File: src/rtl/omt_pkg.sv
package omt_pkg;

  localparam logic [3:0] KIND_LOAD    = 4'h0;
  localparam logic [3:0] KIND_IFETCH  = 4'h1;
  localparam logic [3:0] KIND_TLOAD   = 4'h2;
  localparam logic [3:0] KIND_TBEGIN  = 4'h3;
  localparam logic [3:0] KIND_TCOMMIT = 4'h4;
  localparam logic [3:0] KIND_STORE   = 4'h8;
  localparam logic [3:0] KIND_TSTORE  = 4'h9;
  localparam logic [3:0] KIND_TXLOAD  = 4'hA;
  localparam logic [3:0] KIND_ATOMIC  = 4'hB;

  // bit 3 of the kind code selects the write table
  function automatic logic kind_to_write(input logic [3:0] k);
    return k[3];
  endfunction

  // transaction boundary markers, never counted as demand
  function automatic logic kind_is_marker(input logic [3:0] k);
    return (k == KIND_TBEGIN) || (k == KIND_TCOMMIT);
  endfunction

endpackage

File: src/rtl/omt_match.sv
module omt_match #(
  parameter int DEPTH = 8,
  parameter int LW    = 12,
  parameter int TW    = 1
) (
  input  logic [DEPTH-1:0]         vld,
  input  logic [DEPTH-1:0][LW-1:0] line,
  input  logic [DEPTH-1:0]         wr,
  input  logic [DEPTH-1:0][TW-1:0] thr,
  input  logic [LW-1:0]            key_line,
  input  logic                     key_wr,
  input  logic [TW-1:0]            key_thr,
  input  logic                     use_wr,
  input  logic                     use_thr,
  output logic [DEPTH-1:0]         hit
);

  for (genvar i = 0; i < DEPTH; i++) begin : g_cmp
    assign hit[i] = vld[i] && (line[i] == key_line)
                 && (!use_wr  || (wr[i]  == key_wr))
                 && (!use_thr || (thr[i] == key_thr));
  end

endmodule

File: src/rtl/omt_pick.sv
module omt_pick #(
  parameter int DEPTH = 8,
  parameter int TSW   = 16,
  parameter int IW    = 3
) (
  input  logic [DEPTH-1:0]          cand,
  input  logic [DEPTH-1:0][TSW-1:0] ts,
  output logic                      found,
  output logic [IW-1:0]             idx
);

  logic [TSW-1:0] best;

  // strict less-than keeps the lowest slot on equal timestamps
  always_comb begin
    found = 1'b0;
    idx   = '0;
    best  = '0;
    for (int i = 0; i < DEPTH; i++) begin
      if (cand[i] && (!found || (ts[i] < best))) begin
        found = 1'b1;
        idx   = IW'(i);
        best  = ts[i];
      end
    end
  end

endmodule

File: src/rtl/omt_tally.sv
module omt_tally
  import omt_pkg::*;
#(
  parameter int DEPTH = 8,
  parameter int CW    = 4
) (
  input  logic [DEPTH-1:0]       vld,
  input  logic [DEPTH-1:0]       pf,
  input  logic [DEPTH-1:0][3:0]  kind,
  output logic [CW-1:0]          n_vld,
  output logic [CW-1:0]          n_dem,
  output logic [CW-1:0]          n_pf
);

  always_comb begin
    n_vld = '0;
    n_dem = '0;
    n_pf  = '0;
    for (int i = 0; i < DEPTH; i++) begin
      if (vld[i]) begin
        n_vld = n_vld + CW'(1);
        if (pf[i])
          n_pf = n_pf + CW'(1);
        else if (kind_to_write(kind[i]) || !kind_is_marker(kind[i]))
          n_dem = n_dem + CW'(1);
      end
    end
  end

endmodule

File: src/rtl/omt_tracker.sv
module omt_tracker
  import omt_pkg::*;
#(
  parameter int NTHR   = 2,
  parameter int DEPTH  = 8,
  parameter int AW     = 16,
  parameter int OFFW   = 4,
  parameter int TSW    = 16,
  parameter int MAXOUT = 6,
  localparam int TW    = (NTHR > 1) ? $clog2(NTHR) : 1,
  localparam int CW    = $clog2(DEPTH + 1)
) (
  input  logic           clk,
  input  logic           rst_n,
  input  logic [AW-1:0]  chk_addr,
  output logic           chk_ok,
  input  logic           ins_valid,
  output logic           ins_ready,
  input  logic [TW-1:0]  ins_thread,
  input  logic [3:0]     ins_kind,
  input  logic [AW-1:0]  ins_addr,
  input  logic           ins_pf,
  input  logic [TSW-1:0] ins_ts,
  output logic           ins_dup,
  output logic           ins_fwd,
  input  logic           cmp_valid,
  input  logic           cmp_write,
  input  logic [AW-1:0]  cmp_addr,
  input  logic           cmp_thr_known,
  input  logic [TW-1:0]  cmp_thread,
  output logic           rsp_valid,
  output logic [TW-1:0]  rsp_thread,
  output logic           rsp_pf,
  output logic           rsp_deliver,
  output logic           err_nomatch,
  output logic [CW-1:0]  occ,
  output logic [CW-1:0]  demand_cnt,
  output logic [CW-1:0]  pf_cnt
);

  localparam int LW = AW - OFFW;
  localparam int IW = (DEPTH > 1) ? $clog2(DEPTH) : 1;

  // slot storage
  logic [DEPTH-1:0]          e_vld;
  logic [DEPTH-1:0][LW-1:0]  e_line;
  logic [DEPTH-1:0][TW-1:0]  e_thr;
  logic [DEPTH-1:0][3:0]     e_kind;
  logic [DEPTH-1:0]          e_pf;
  logic [DEPTH-1:0][TSW-1:0] e_ts;
  logic [DEPTH-1:0]          e_wr;
  logic [CW-1:0]             occ_q;
  logic                      err_q;

  for (genvar i = 0; i < DEPTH; i++) begin : g_wr
    assign e_wr[i] = kind_to_write(e_kind[i]);
  end

  logic [LW-1:0] chk_line, ins_line, cmp_line;
  logic          ins_wr;
  assign chk_line = chk_addr[AW-1:OFFW];
  assign ins_line = ins_addr[AW-1:OFFW];
  assign cmp_line = cmp_addr[AW-1:OFFW];
  assign ins_wr   = kind_to_write(ins_kind);

  // admission: any thread, either table
  logic [DEPTH-1:0] chk_hit;
  omt_match #(.DEPTH(DEPTH), .LW(LW), .TW(TW)) u_chk_match (
    .vld(e_vld), .line(e_line), .wr(e_wr), .thr(e_thr),
    .key_line(chk_line), .key_wr(1'b0), .key_thr('0),
    .use_wr(1'b0), .use_thr(1'b0), .hit(chk_hit)
  );
  assign chk_ok = (occ_q < CW'(MAXOUT)) && !(|chk_hit);

  // insert: same thread, same table
  logic [DEPTH-1:0] ins_hit;
  omt_match #(.DEPTH(DEPTH), .LW(LW), .TW(TW)) u_ins_match (
    .vld(e_vld), .line(e_line), .wr(e_wr), .thr(e_thr),
    .key_line(ins_line), .key_wr(ins_wr), .key_thr(ins_thread),
    .use_wr(1'b1), .use_thr(1'b1), .hit(ins_hit)
  );

  // completion: chosen table, thread optional
  logic [DEPTH-1:0] cmp_hit;
  omt_match #(.DEPTH(DEPTH), .LW(LW), .TW(TW)) u_cmp_match (
    .vld(e_vld), .line(e_line), .wr(e_wr), .thr(e_thr),
    .key_line(cmp_line), .key_wr(cmp_write), .key_thr(cmp_thread),
    .use_wr(1'b1), .use_thr(cmp_thr_known), .hit(cmp_hit)
  );

  logic          sel_found;
  logic [IW-1:0] sel_idx;
  omt_pick #(.DEPTH(DEPTH), .TSW(TSW), .IW(IW)) u_pick (
    .cand(cmp_hit), .ts(e_ts), .found(sel_found), .idx(sel_idx)
  );

  logic [CW-1:0] n_vld;
  omt_tally #(.DEPTH(DEPTH), .CW(CW)) u_tally (
    .vld(e_vld), .pf(e_pf), .kind(e_kind),
    .n_vld(n_vld), .n_dem(demand_cnt), .n_pf(pf_cnt)
  );

  // lowest free slot and the duplicate slot
  logic          free_found, dup_found;
  logic [IW-1:0] free_idx, dup_idx;
  always_comb begin
    free_found = 1'b0;
    free_idx   = '0;
    dup_found  = 1'b0;
    dup_idx    = '0;
    for (int i = DEPTH - 1; i >= 0; i--) begin
      if (!e_vld[i]) begin
        free_found = 1'b1;
        free_idx   = IW'(i);
      end
      if (ins_hit[i]) begin
        dup_found = 1'b1;
        dup_idx   = IW'(i);
      end
    end
  end

  logic ins_go, ins_new, cmp_go;
  logic [IW-1:0] wr_idx;
  assign ins_ready = dup_found || free_found;
  assign ins_go    = ins_valid && ins_ready;
  assign ins_new   = ins_go && !dup_found;
  assign ins_dup   = ins_go && dup_found;
  assign ins_fwd   = ins_new;
  assign cmp_go    = cmp_valid && sel_found;
  assign wr_idx    = dup_found ? dup_idx : free_idx;

  always_ff @(posedge clk) begin
    if (!rst_n) begin
      e_vld      <= '0;
      e_line     <= '0;
      e_thr      <= '0;
      e_kind     <= '0;
      e_pf       <= '0;
      e_ts       <= '0;
      occ_q      <= '0;
      err_q      <= 1'b0;
      rsp_valid  <= 1'b0;
      rsp_thread <= '0;
      rsp_pf     <= 1'b0;
    end else begin
      rsp_valid <= cmp_go;
      if (cmp_go) begin
        rsp_thread <= e_thr[sel_idx];
        rsp_pf     <= e_pf[sel_idx];
      end
      if (cmp_valid && !sel_found)
        err_q <= 1'b1;
      if (ins_go) begin
        e_vld[wr_idx]  <= 1'b1;
        e_line[wr_idx] <= ins_line;
        e_thr[wr_idx]  <= ins_thread;
        e_kind[wr_idx] <= ins_kind;
        e_pf[wr_idx]   <= ins_pf;
        e_ts[wr_idx]   <= ins_ts;
      end
      // a completion of the slot being overwritten wins
      if (cmp_go)
        e_vld[sel_idx] <= 1'b0;
      occ_q <= occ_q + CW'(ins_new) - CW'(cmp_go);
    end
  end

  assign rsp_deliver = rsp_valid && !rsp_pf;
  assign err_nomatch = err_q;
  assign occ         = occ_q;


  occ_tracks_entries_chk: assert property (@(posedge clk) disable iff (!rst_n)
    occ_q == n_vld);


  new_entry_grows_occ_chk: assert property (@(posedge clk) disable iff (!rst_n)
    (ins_fwd && !cmp_go) |=> (occ_q == $past(occ_q) + CW'(1)));


  dup_keeps_occ_chk: assert property (@(posedge clk) disable iff (!rst_n)
    (ins_dup && !cmp_go) |=> (occ_q == $past(occ_q)));


  ready_only_when_full_chk: assert property (@(posedge clk) disable iff (!rst_n)
    !ins_ready |-> (occ_q == CW'(DEPTH)));


  admit_under_limit_chk: assert property (@(posedge clk) disable iff (!rst_n)
    chk_ok |-> (occ_q < CW'(MAXOUT)));


  err_sticky_chk: assert property (@(posedge clk) disable iff (!rst_n)
    err_q |=> err_q);


  rsp_after_cmp_chk: assert property (@(posedge clk) disable iff (!rst_n)
    rsp_valid |-> $past(cmp_valid));


  pick_is_candidate_chk: assert property (@(posedge clk) disable iff (!rst_n)
    sel_found |-> cmp_hit[sel_idx]);

endmodule

File: config.mk
export PLATFORM = sky130hd
export DESIGN_NAME = omt_tracker
export DESIGN_NICKNAME = d
export VERILOG_FILES = /design/src/rtl/omt_pkg.sv /design/src/rtl/omt_match.sv /design/src/rtl/omt_pick.sv /design/src/rtl/omt_tally.sv /design/src/rtl/omt_tracker.sv
export SDC_FILE = /design/constraint.sdc
export NUM_CORES = 1
export LEC_CHECK = 0
export ABC_AREA = 1
export BUFFER_PORTS_ARGS = -buffer_cell sky130_fd_sc_hd__clkbuf_2
export CORE_UTILIZATION = 30
export CTS_CLUSTER_SIZE = 8
export DETAILED_ROUTE_END_ITERATION = 12
export GPL_TIMING_DRIVEN = 0
export HOLD_SLACK_MARGIN = 0.1
export PLACE_DENSITY = 0.55
export SETUP_SLACK_MARGIN = 0.1
export SYNTH_ARGS = -nofsm -noshare
export SYNTH_HDL_FRONTEND = slang
export SYNTH_SLANG_ARGS = --single-unit
File: constraint.sdc
create_clock -name clk -period 11.1 [get_ports clk]
set_input_delay 0.555 -clock clk [delete_from_list [all_inputs] [get_ports clk]]
set_output_delay 0.555 -clock clk [all_outputs]
set_load 0.02 [all_outputs]
==> flow_summary_export.csv, run 1 <==
group,metric,value,unit
outcome,outcome,"complete, but fails checks",
outcome,violations,"setup timing",
clocking,cts-root-buf,"clkbuf_16",
hold_path,hold_class,"input pin to flop",
detailed_routing,first_pass_iters,6,
power_and_ir_drop,power.switching,797,uW
placed_design,numPortBuffers,60,
logic_synthesis,async_flop_share,0,%
final_layout,stdcell_area,24500,sq um
global_route,grt_pass1_wl,128000,um
worst_setup_path,cp-start-kind,"input pin",
global_route,grt_pass1_vias,19746,
die,chipWidth,254,um
clocking,cts_hold_buf,0,
sta,worstMarginPinSlew,1.42,ns
logic_synthesis,synth.most_common_cell,"nand2_1",
worst_setup_path,worstPathArrival,13.19,ns
clocking,htreeDepth,2,
global_route,grt_max_degree,11,
logic_synthesis,ys_ff_latch,288,
logic_synthesis,syn_avg_cell_area,6.76,sq um
placed_design,placed_area,20500,sq um
worst_setup_path,cpPeakStageDelay,0.38,ns
logic_synthesis,ys_types,52,
die,die-area,64300,sq um
power_and_ir_drop,power,2.64,mW
worst_setup_path,critPathKind,"input pin to flop",
sta,setup_viol,10,
clocking,numCtsBuffers,42,
die,start_util,30.6,%
global_route,antenna_found_initial,4,
logic_synthesis,yosysTopAreaCellShare,30.4,%
worst_setup_path,cp_common_cell,"nand2_2",
sta,maxSlewViolCount,0,
sta,worst_slack,-1.66,ns
clocking,clkLatencyLatePin,0.56,ns
clocking,clockBufferDepth,3,
logic_synthesis,synth_nets,3008,
die,core_area,62100,sq um
sta,clock_skew,0.0160,ns
worst_setup_path,cp.required,11.53,ns
power_and_ir_drop,seq_power_share,41.4,%
final_layout,nets,3233,
power_and_ir_drop,swShare,30.2,%
power_and_ir_drop,power_density,108,nW/um^2
sta,finalHoldViolCount,0,
logic_synthesis,synth_area_leaders,"dfxtp_1 (30%), o21ai_0 (11%), nand2_1 (9.2%)",
detailed_routing,drt-initial-drc-count,2361,
logic_synthesis,netlist_area,19000,sq um
power_and_ir_drop,worst_ir_drop_vdd,0.0000882,V
die,io_pins,98,
detailed_routing,drc,0,
clocking,cts_tree,"done",
worst_setup_path,critPathMaxFanout,9,
sta,rsz0062_at_grt,"true",
detailed_routing,drtAntennaViolNets,0,
sta,post-route-min-period,12.76,ns
detailed_routing,wl_per_cell,23.1,um
detailed_routing,wirelength,89300,um
sta,slew-limit-headroom,4.58,%
flow_run,max-cap-violations,0,
global_route,gr-total-overflow,0,
detailed_routing,viasPerCell,5.53,
power_and_ir_drop,clkPwrFrac,43.8,%
logic_synthesis,ys_top_cells_by_count,"nand2_1 (464), o21ai_0 (401), inv_1 (311)",
die,placementRows,91,
final_layout,area_growth_syn_to_layout,29.3,%
global_route,grt_util_all_layers,26.8,%
logic_synthesis,synth_top_cell_by_area,"dfxtp_1",
power_and_ir_drop,leakage,10.0,nW
power_and_ir_drop,combPwrFrac,14.8,%
sta,timing.fmax,78.4,MHz
logic_synthesis,synthCells,2806,
power_and_ir_drop,internal-power,1.85,mW
clocking,cts.sinks,288,
die,die_h,254,um
logic_synthesis,synthFlopType,"dfxtp_1",
final_layout,drive_gt1_share,19.3,%
worst_setup_path,slowest_stage,"a2111oi_0",
logic_synthesis,synth_warnings,0,
worst_setup_path,cp-end-kind,"flop",
placed_design,dp_hpwl,62500,um
placed_design,place_congestion,1.06,
logic_synthesis,synth-seq-area-share,30.4,%
logic_synthesis,synth-edff-count,0,
detailed_routing,via_count,21406,
clocking,path_clk_slew,0.05,ns
sta,finalCritPeriodShare,115,%
-- flip-flops by register name (all words and copies together) (netlist names) --
| register | count |
|---|---|
| e_pf | 8 |
| e_line | 96 |
| err_nomatch | 1 |
| rsp_pf | 1 |
| rsp_thread | 1 |
| e_kind | 32 |
| e_ts | 128 |
| e_thr | 8 |
| occ | 4 |
| e_vld | 8 |
| rsp_valid | 1 |
-- critical path: cells and delay by family --
kind,cells,cell delay [ns]
AOI/OAI and AO/OA,15,2.68
buffers and inverters,24,3.21
and+or+nand+nor,51,4.91
adders and majority gates,7,1.72
-- worst paths after layout --
kind | from | to | slack (ns) | depth (start not counted)
min | cmp_valid | err_nomatch | 0.30 | 3
min reg2reg | e_kind[4] | e_kind[4] | 0.47 | 2
max reg2reg | e_line[9] | rsp_pf | -1.66 | 96
max | cmp_addr[5] | rsp_pf | -1.66 | 97
-- cells by family after synthesis --
family / Yosys count / synth area share [%]
and+or+nand+nor: 930 / 20.6
AOI/OAI and AO/OA: 860 / 25.4
buffers and inverters: 484 / 9.90
DFF: 288 / 30.4
adders and majority gates: 125 / 8.28
xor gates and xnor gates: 116 / 5.35
muxes: 3 / 0.171
-- power by group through the flow --
stage	Combinational, mW	Sequential, mW	Clock (mW)
after floorplan	0.201	1.11	0
after CTS	0.359	1.09	1.16
after global placement	0.344	1.11	0
after global routing	0.414	1.10	1.20
final	0.391	1.09	1.16
after detailed placement	0.344	1.11	0
-- stage by stage --
step	cells	TNS, ns	utilization (%)	setup WS, ns	hold WS [ns]
5_1_grt	3871	-19.79	39.6	-2.16	0.332
3_5_place_dp	3703	-30.08	33.1	-3.32	0.459
3_3_place_gp	3703	-31.15	33.1	-3.44	0.444
4_1_cts	3836	-13.69	37.5	-1.56	0.280
6_report	3873	-15.02	39.6	-1.66	0.296
2_1_floorplan	2806	-0.0761	-	-0.0380	0.430
-- cell type report --
cell class,instances,area (sq um)
clock inverters,2,25.0
multi-input cells,2036,13000
diodes,3,7.51
clock buffers,44,1060
repair buffers,179,1370
plain buffers,152,938
flip-flops and latches,288,5800
fillers,6506,37500
well taps,837,1050
inverters,332,1280
-- layout by cell type, fill, tap and decap left out, types with 34 or more instances in the layout --
master       n
a21oi_1    232
xor2_1      73
nand2_2     67
nand2_1    397
ha_1        79
inv_1      280
clkbuf_2    61
clkbuf_16   52
inv_2       37
clkbuf_1   119
o2111ai_1   34
o21ai_0    319
o22ai_1     91
nand3_1     62
dfxtp_1    276
ha_4        39
nor2_1     268
xnor2_1     43
buf_4      102
-- timing repair --
| item | 4_1_cts | 5_1_grt |
|---|---|---|
| endpoints found under the setup margin | 10 | 10 |
| pin swaps | 48 | 88 |
| gates resized for setup | 224 | 228 |
| gates cloned | 17 | 2 |
| buffers inserted | 70 | 33 |
-- per-layer routing --
| metal | part of all wire, % | up-vias | global-route usage [%] | routed length [um] |
|---|---|---|---|---|
| li1 | - | 9986 | - | - |
| met1 | 40 | 9863 | 34.1 | 36100 |
| met2 | 43 | 1214 | 41.0 | 38300 |
| met3 | 10 | 337 | 6.87 | 9080 |
| met4 | 6.4 | 6 | 14.8 | 5760 |
| met5 | 0.10 | - | 0.695 | 90 |
Note: power is estimated with default switching activity, not from simulation.
==> run 2: changes to the inputs <==
TNS_END_PERCENT = 5   (was unset)
==> run 2 against run 1 <==
  * The flow still finishes with violations (setup timing)
  * Final area decreased by 6.2%
  * Register-to-register slack got worse by 0.22 ns
  * Clock skew increased by 0.019 ns
  * Die area unchanged
  * Largest cell class unchanged
==> flow_summary_export.csv, run 2 (synthesized netlist as in run 1, its figures left out) <==
group,metric,value,unit
outcome,outcome,"complete, but fails checks",
outcome,violations,"setup timing",
power_and_ir_drop,power.switching,792,uW
detailed_routing,wirelength,86100,um
clocking,clockBufferDepth,3,
detailed_routing,drtAntennaViolNets,0,
power_and_ir_drop,internal-power,1.84,mW
final_layout,layout_common_cells,"nand2_1 (443), o21ai_0 (333), inv_1 (302)",
worst_setup_path,critPathKind,"input pin to flop",
placed_design,numPortBuffers,60,
final_layout,antenna_cells,0,
sta,rsz0062_at_grt,"true",
final_layout,fin_cells,3817,
die,die-area,64300,sq um
sta,worstMarginPinSlew,1.25,ns
sta,timing.fmax,76.9,MHz
die,start_util,30.6,%
worst_setup_path,cp-end-kind,"flop",
worst_setup_path,cp_common_cell,"buf_4",
sta,post-route-min-period,13.01,ns
sta,holdWs,0.289,ns
worst_setup_path,slowest_stage,"inv_1",
sta,slew-limit-headroom,16.7,%
final_layout,num-fill-cells,6658,
clocking,cts_hold_buf,0,
worst_setup_path,reg2reg_to,"rsp_pf",
final_layout,top_regs,"e_ts: 128 flops, e_line: 96 flops, e_kind: 32 flops",
worst_setup_path,rrSetupSlack,-1.88,ns
placed_design,dp_hpwl,62400,um
clocking,htreeDepth,2,
hold_path,hold_class,"input pin to flop",
placed_design,place_ws,-4.07,ns
global_route,grt_util_all_layers,26.3,%
global_route,grt_pass1_vias,19638,
clocking,cts_tree,"done",
worst_setup_path,timing.rr.start,"e_line[7]",
clocking,cts.sinks,288,
clocking,cts-root-buf,"clkbuf_16",
power_and_ir_drop,combPwrFrac,14.0,%
final_layout,fin_util,37.1,%
clocking,numCtsBuffers,42,
power_and_ir_drop,seq_power_share,41.5,%
sta,setup_viol,10,
final_layout,area_growth_syn_to_layout,21.3,%
final_layout,layout_commonest_cell,"nand2_1",
die,core_area,62100,sq um
power_and_ir_drop,power,2.63,mW
global_route,gr-total-overflow,0,
final_layout,largest_reg_flops,128,
worst_setup_path,cp.required,11.55,ns
worst_setup_path,endpoint,"rsp_pf",
detailed_routing,wl_per_cell,22.6,um
sta,finalHoldViolCount,0,
final_layout,nets,3177,
worst_setup_path,cpPeakStageDelay,0.40,ns
worst_setup_path,worstPathArrival,13.45,ns
sta,worst_slack,-1.91,ns
placed_design,place_congestion,1.07,
detailed_routing,drt-initial-drc-count,2397,
detailed_routing,first_pass_iters,8,
detailed_routing,viasPerCell,5.50,
global_route,antenna_found_initial,0,
final_layout,top_register,"e_ts",
worst_setup_path,critPathMaxFanout,10,
worst_setup_path,cp-start-kind,"input pin",
sta,finalCritPeriodShare,117,%
clocking,path_clk_slew,0.05,ns
final_layout,drive_gt1_share,13.2,%
flow_run,max-cap-violations,0,
detailed_routing,via_count,21002,
power_and_ir_drop,clkPwrFrac,44.5,%
die,io_pins,98,
die,placementRows,91,
sta,maxSlewViolCount,0,
global_route,grt_pass1_wl,125000,um
placed_design,dp.cells,3703,
clocking,clkLatencyLatePin,0.59,ns
detailed_routing,drc,0,
die,die_h,254,um
power_and_ir_drop,leakage,9.55,nW
power_and_ir_drop,worst_ir_drop_vdd,0.0000876,V
die,chipWidth,254,um
worst_setup_path,reg2reg_depth,99,
sta,clock_skew,0.0349,ns
power_and_ir_drop,power_density,114,nW/um^2
power_and_ir_drop,swShare,30.1,%
worst_setup_path,worstSetupStartpoint,"cmp_addr[13]",
global_route,grt_max_degree,12,
-- run 2: cell types whose count changed in the layout (fill, tap and decap cells not counted), sizes merged --
cell    change
buf        -43
clkbuf     -10
diode       -3
inv         +3
nand2       -2
clkinv      -1
-- run 2: stage by stage --
| stage | instance area (sq um) | setup TNS (ns) |
|---|---|---|
| finish | 23000 | -17.31 |
| global route | 23000 | -23.46 |
| CTS | 22300 | -21.22 |
| detailed placement | 20400 | -37.48 |
| global placement | 20300 | -38.30 |
| floorplan | 19000 | -2.76 |
-- run 2: layout make-up --
cell class | count | area, sq um | share of cell area [%]
Sequential cell | 288 | 5780 | 25.1
Inverter | 332 | 1260 | 5.49
Buffer | 152 | 848 | 3.68
Timing Repair Buffer | 125 | 913 | 3.97
Clock buffer | 45 | 1060 | 4.61
Tap cell | 837 | 1050 | 4.55
Multi-Input combinational cell | 2034 | 12100 | 52.4
Clock inverter | 4 | 41.3 | 0.179
-- run 2: repair_timing --
action	in CTS	in global routing
pin swaps	32	35
gates resized for setup	152	132
setup endpoints to repair	10	10
cloned	4	3
buffers inserted	46	12
-- run 2: power groups by stage --
stage                     logic, mW  clock network (mW)  registers (mW)
final                         0.367                1.17            1.09
after global routing          0.391                1.22            1.09
after CTS                     0.348                1.18            1.09
after detailed placement      0.342                   0            1.11
after global placement        0.343                   0            1.11
after floorplan               0.200                   0            1.11
-- run 2: worst max-delay path, delay by kind of cell --
family,cells,cell delay (ns)
adders and majority gates,6,1.69
AOI/OAI and AO/OA,15,2.71
buffers and inverters,35,4.46
and+or+nand+nor,44,4.07
-- run 2: how the worst min path moves through the flow --
stage                     slack [ns]  depth (start not counted)  startpoint           to
after floorplan                 0.43                          2   e_ts[112]    e_ts[112]
after global placement          0.44                          2   e_ts[112]    e_ts[112]
after detailed placement        0.46                          2    e_ts[53]     e_ts[53]
after CTS                       0.26                          3   cmp_valid  err_nomatch
after global routing            0.29                          3   cmp_valid  err_nomatch
final                           0.29                          3   cmp_valid  err_nomatch
-- run 2: metal layers --
| metal | track usage (%) | vias up | share of wire, % |
|---|---|---|---|
| met5 | 0 | - | 0 |
| met2 | 40.1 | 1156 | 43 |
| met1 | 34.2 | 9679 | 41 |
| met3 | 6.91 | 285 | 11 |
| met4 | 12.8 | 0 | 5.3 |
| li1 | - | 9882 | - |
